File: src/rtl/la_addsub16.sv
module la_addsub16 #(
  parameter int NBLK = 4,
  localparam int W = 4 * NBLK
) (
  input  logic [W-1:0] op_a,
  input  logic [W-1:0] op_b,
  input  logic         carry_in,
  input  logic         sub_mode,
  output logic [W-1:0] sum_out,
  output logic         carry_out,
  output logic         ovf
);

  logic [W-1:0]    b_eff, g, p;
  logic [W:0]      c;
  logic [NBLK-1:0] grp_g, grp_p;
  logic [NBLK:0]   blk_c;
  logic            c0;

  assign b_eff = op_b ^ {W{sub_mode}};
  assign c0    = sub_mode | carry_in;
  assign g     = op_a & b_eff;
  assign p     = op_a ^ b_eff;

  for (genvar k = 0; k < NBLK; k++) begin : g_slice
    logic [3:0] gi, pi;
    logic       ci;
    assign gi = g[4*k +: 4];
    assign pi = p[4*k +: 4];
    assign ci = blk_c[k];

    assign c[4*k]   = ci;
    assign c[4*k+1] = gi[0] | (pi[0] & ci);
    assign c[4*k+2] = gi[1] | (pi[1] & gi[0]) | (pi[1] & pi[0] & ci);
    assign c[4*k+3] = gi[2] | (pi[2] & gi[1]) | (pi[2] & pi[1] & gi[0])
                    | (pi[2] & pi[1] & pi[0] & ci);

    assign grp_p[k] = &pi;
    assign grp_g[k] = gi[3] | (pi[3] & gi[2]) | (pi[3] & pi[2] & gi[1])
                    | (pi[3] & pi[2] & pi[1] & gi[0]);
  end

  always_comb begin
    blk_c[0] = c0;
    for (int k = 0; k < NBLK; k++) begin
      logic acc, term;
      term = c0;
      for (int m = 0; m <= k; m++) term = term & grp_p[m];
      acc = term;
      for (int j = 0; j <= k; j++) begin
        term = grp_g[j];
        for (int m = j + 1; m <= k; m++) term = term & grp_p[m];
        acc = acc | term;
      end
      blk_c[k+1] = acc;
    end
  end

  assign c[W]      = blk_c[NBLK];
  assign sum_out   = p ^ c[W-1:0];
  assign carry_out = c[W];
  assign ovf       = (op_a[W-1] ~^ b_eff[W-1]) & (sum_out[W-1] ^ op_a[W-1]);

endmodule


File: config.mk
export PLATFORM = sky130hd
export DESIGN_NAME = la_addsub16
export DESIGN_NICKNAME = d
export VERILOG_FILES = /design/src/rtl/la_addsub16.sv
export SDC_FILE = /design/constraint.sdc
export NUM_CORES = 1
export LEC_CHECK = 0
export ABC_AREA = 1
export BUFFER_PORTS_ARGS = -buffer_cell sky130_fd_sc_hd__buf_2
export CORE_UTILIZATION = 35
export DETAILED_ROUTE_END_ITERATION = 10
export SYNTH_ARGS = -nofsm -noshare
export SYNTH_HDL_FRONTEND = slang
export SYNTH_SLANG_ARGS = --single-unit
File: constraint.sdc
create_clock -name vclk -period 4.34
set_clock_uncertainty 0.1 [all_clocks]
set_input_delay 0.868 -clock vclk [all_inputs]
set_output_delay 0.868 -clock vclk [all_outputs]
set_load 0.005 [all_outputs]
==> impl_metrics.json <==
{
  "status": "finished, final reports clean",
  "whs_ns": 1.99,
  "worst_pin_slew_ns": 0.329,
  "leakagePower_nw": 0.744,
  "rows": 18,
  "cts_hold_buf": 0,
  "wirelength_um": 2020,
  "area_growth_pct": 30.5,
  "synthAdderAreaFrac_pct": 28.9,
  "setup_violations": 0,
  "grt_pass1_wl_um": 3230,
  "design.seq.count": 0,
  "ys_seq_area_share_pct": 0,
  "gr-usage-met3_pct": 0,
  "rsz0062_at_grt": "no",
  "die_y_um": 54.7,
  "grt_remaining_overflow": 0,
  "yosys_warnings": 0,
  "synth_top_family_by_area": "adder cells",
  "drv_slew": 0,
  "dieWidth_um": 54.7,
  "crit_arrival_ns": 3.11,
  "hold_viol_final": 0,
  "finalInstanceArea_um2": 1270,
  "drtIter0Drc": 8,
  "critPathSlowestCell": "fa_1",
  "max_clock_freq_mhz": 245,
  "postSynthCellCount": 143,
  "yosysMostFrequentCell": "nand2_1",
  "finish.utilization_pct": 49.8,
  "grt_max_degree": 9,
  "path_max_fanout": 8,
  "initial_core_util_pct": 38.2,
  "power_density_nw_per_um2": 194,
  "wl_per_cell_um": 8.96,
  "fp.dieArea_um2": 2990,
  "dp_hpwl_um": 1890,
  "num_vias": 1009,
  "power_mw": 0.246,
  "drcViolationCount": 0,
  "yosys.area_share.xor_xnor_pct": 23.3,
  "synthSimpleGateAreaFrac_pct": 28.2,
  "io_buffers": 52,
  "critPathTopFamily": "adder cells",
  "coreArea_um2": 2540,
  "synth_area_um2": 971,
  "io_pins": 52,
  "synth_area_leaders": "ha_1, xor2_1, nand2_1, inv_1, fa_1",
  "n_antenna_cell": 0,
  "synth-compound-area-share_pct": 7.86,
  "cp_slowest_stage_delay_ns": 0.39,
  "finalCritPeriodShare_pct": 93.9,
  "register_area_um2": 0,
  "avgSynthCellArea_um2": 6.79,
  "start_kind": "input port",
  "synth_top_area_cell": "ha_1",
  "final_nets": 251,
  "cap_violations": 0,
  "synth_commonest_cells": "nand2_1, inv_1, xor2_1",
  "gr-usage-met2_pct": 25.7,
  "relSlewSlack_pct": 77.8,
  "synth.area.mux_share_pct": 0,
  "crit_chain": "buf_2 -> buf_4 -> xnor2_1 -> inv_1 -> ha_1 -> nand2_1 -> nor2_2 -> nand4_1 -> nand4_2 -> inv_1 -> fa_1 -> xnor2_1 -> buf_2",
  "clock_buffers": 0,
  "critPathKind": "in2out",
  "min_path_type": "in2out",
  "syn_nets": 197,
  "grt_use_total_pct": 13.9,
  "top_usage_layer": "met2",
  "synth_top_area_share_pct": 20.6,
  "cts_resized": 0,
  "drive_above_1_share_pct": 34.4,
  "crit_required_ns": 3.37,
  "irDropWorstVdd_mv": 0.0947,
  "met1_usage_pct": 18.9,
  "grt_pass1_vias": 829,
  "ys_types": 24,
  "fin_crit_ns": 4.08,
  "fin_setup_tns_ns": 0,
  "routabilityCongestion": 0.765,
  "end_kind": "primary output",
  "antenna_found_initial": 0,
  "firstDrtPassIters": 4,
  "ant_nets": 0,
  "vias_per_cell": 4.48,
  "path_buf_inv": 5,
  "cts_setup_buffers": 0,
  "dpl_cell_area_um2": 1270
}
[area by class of cell]
type / count / area (um2)
Multi-Input combinational cell: 115 / 857
Fill cell: 262 / 1280
Tap cell: 30 / 37.5
Inverter: 26 / 97.6
Timing Repair Buffer: 54 / 275
[cell families (layout without fill, tap and decap cells)]
| kind of cell | count (synthesis) | after routing |
|---|---|---|
| buffers and inverters | 28 | 80 |
| AOI/OAI and AO/OA | 12 | 12 |
| and+or+nand+nor | 58 | 58 |
| adders and majority gates | 20 | 20 |
| xor gates and xnor gates | 25 | 25 |
[tightest hold or removal path: cells and delay by family]
family / cells / cell delay [ns]
buf+inv: 2 / 0.21
simple gates: 2 / 0.14
[metrics by stage]
step           setup slack [ns]  cells
2_1_floorplan             0.574    143
3_3_place_gp              0.349    225
3_5_place_dp              0.210    225
4_1_cts                   0.212    225
5_1_grt                 0.00970    225
6_report                  0.264    225
[cells in the final DEF (no fill, tap or decap), types with 4 or more instances in the layout]
cell / count
buf_2: 52
nand2_1: 27
inv_1: 25
xor2_1: 17
ha_1: 16
nor2_1: 12
xnor2_1: 7
nand3_1: 7
a21oi_1: 6
fa_1: 4
[routing by layer]
| metal | wire, um | vias up |
|---|---|---|
| met5 | 0 | - |
| met4 | 0 | 0 |
| met3 | 82 | 0 |
| met2 | 1040 | 23 |
| met1 | 889 | 437 |
| li1 | - | 549 |
[path summary, 6_finish.rpt]
path	start	endpoint	slack, ns	depth (start not counted)
worst max-delay path	sub_mode	sum_out[13]	0.26	13
worst min-delay path	op_a[15]	ovf	1.99	4
[power breakdown]
group	internal, mW	total [mW]	switching (mW)
Sequential	0	0	0
Clock	0	0	0
Combinational	0.117	0.246	0.129
Total	0.117	0.246	0.129
No activity file was read; power rests on OpenSTA's default activity.
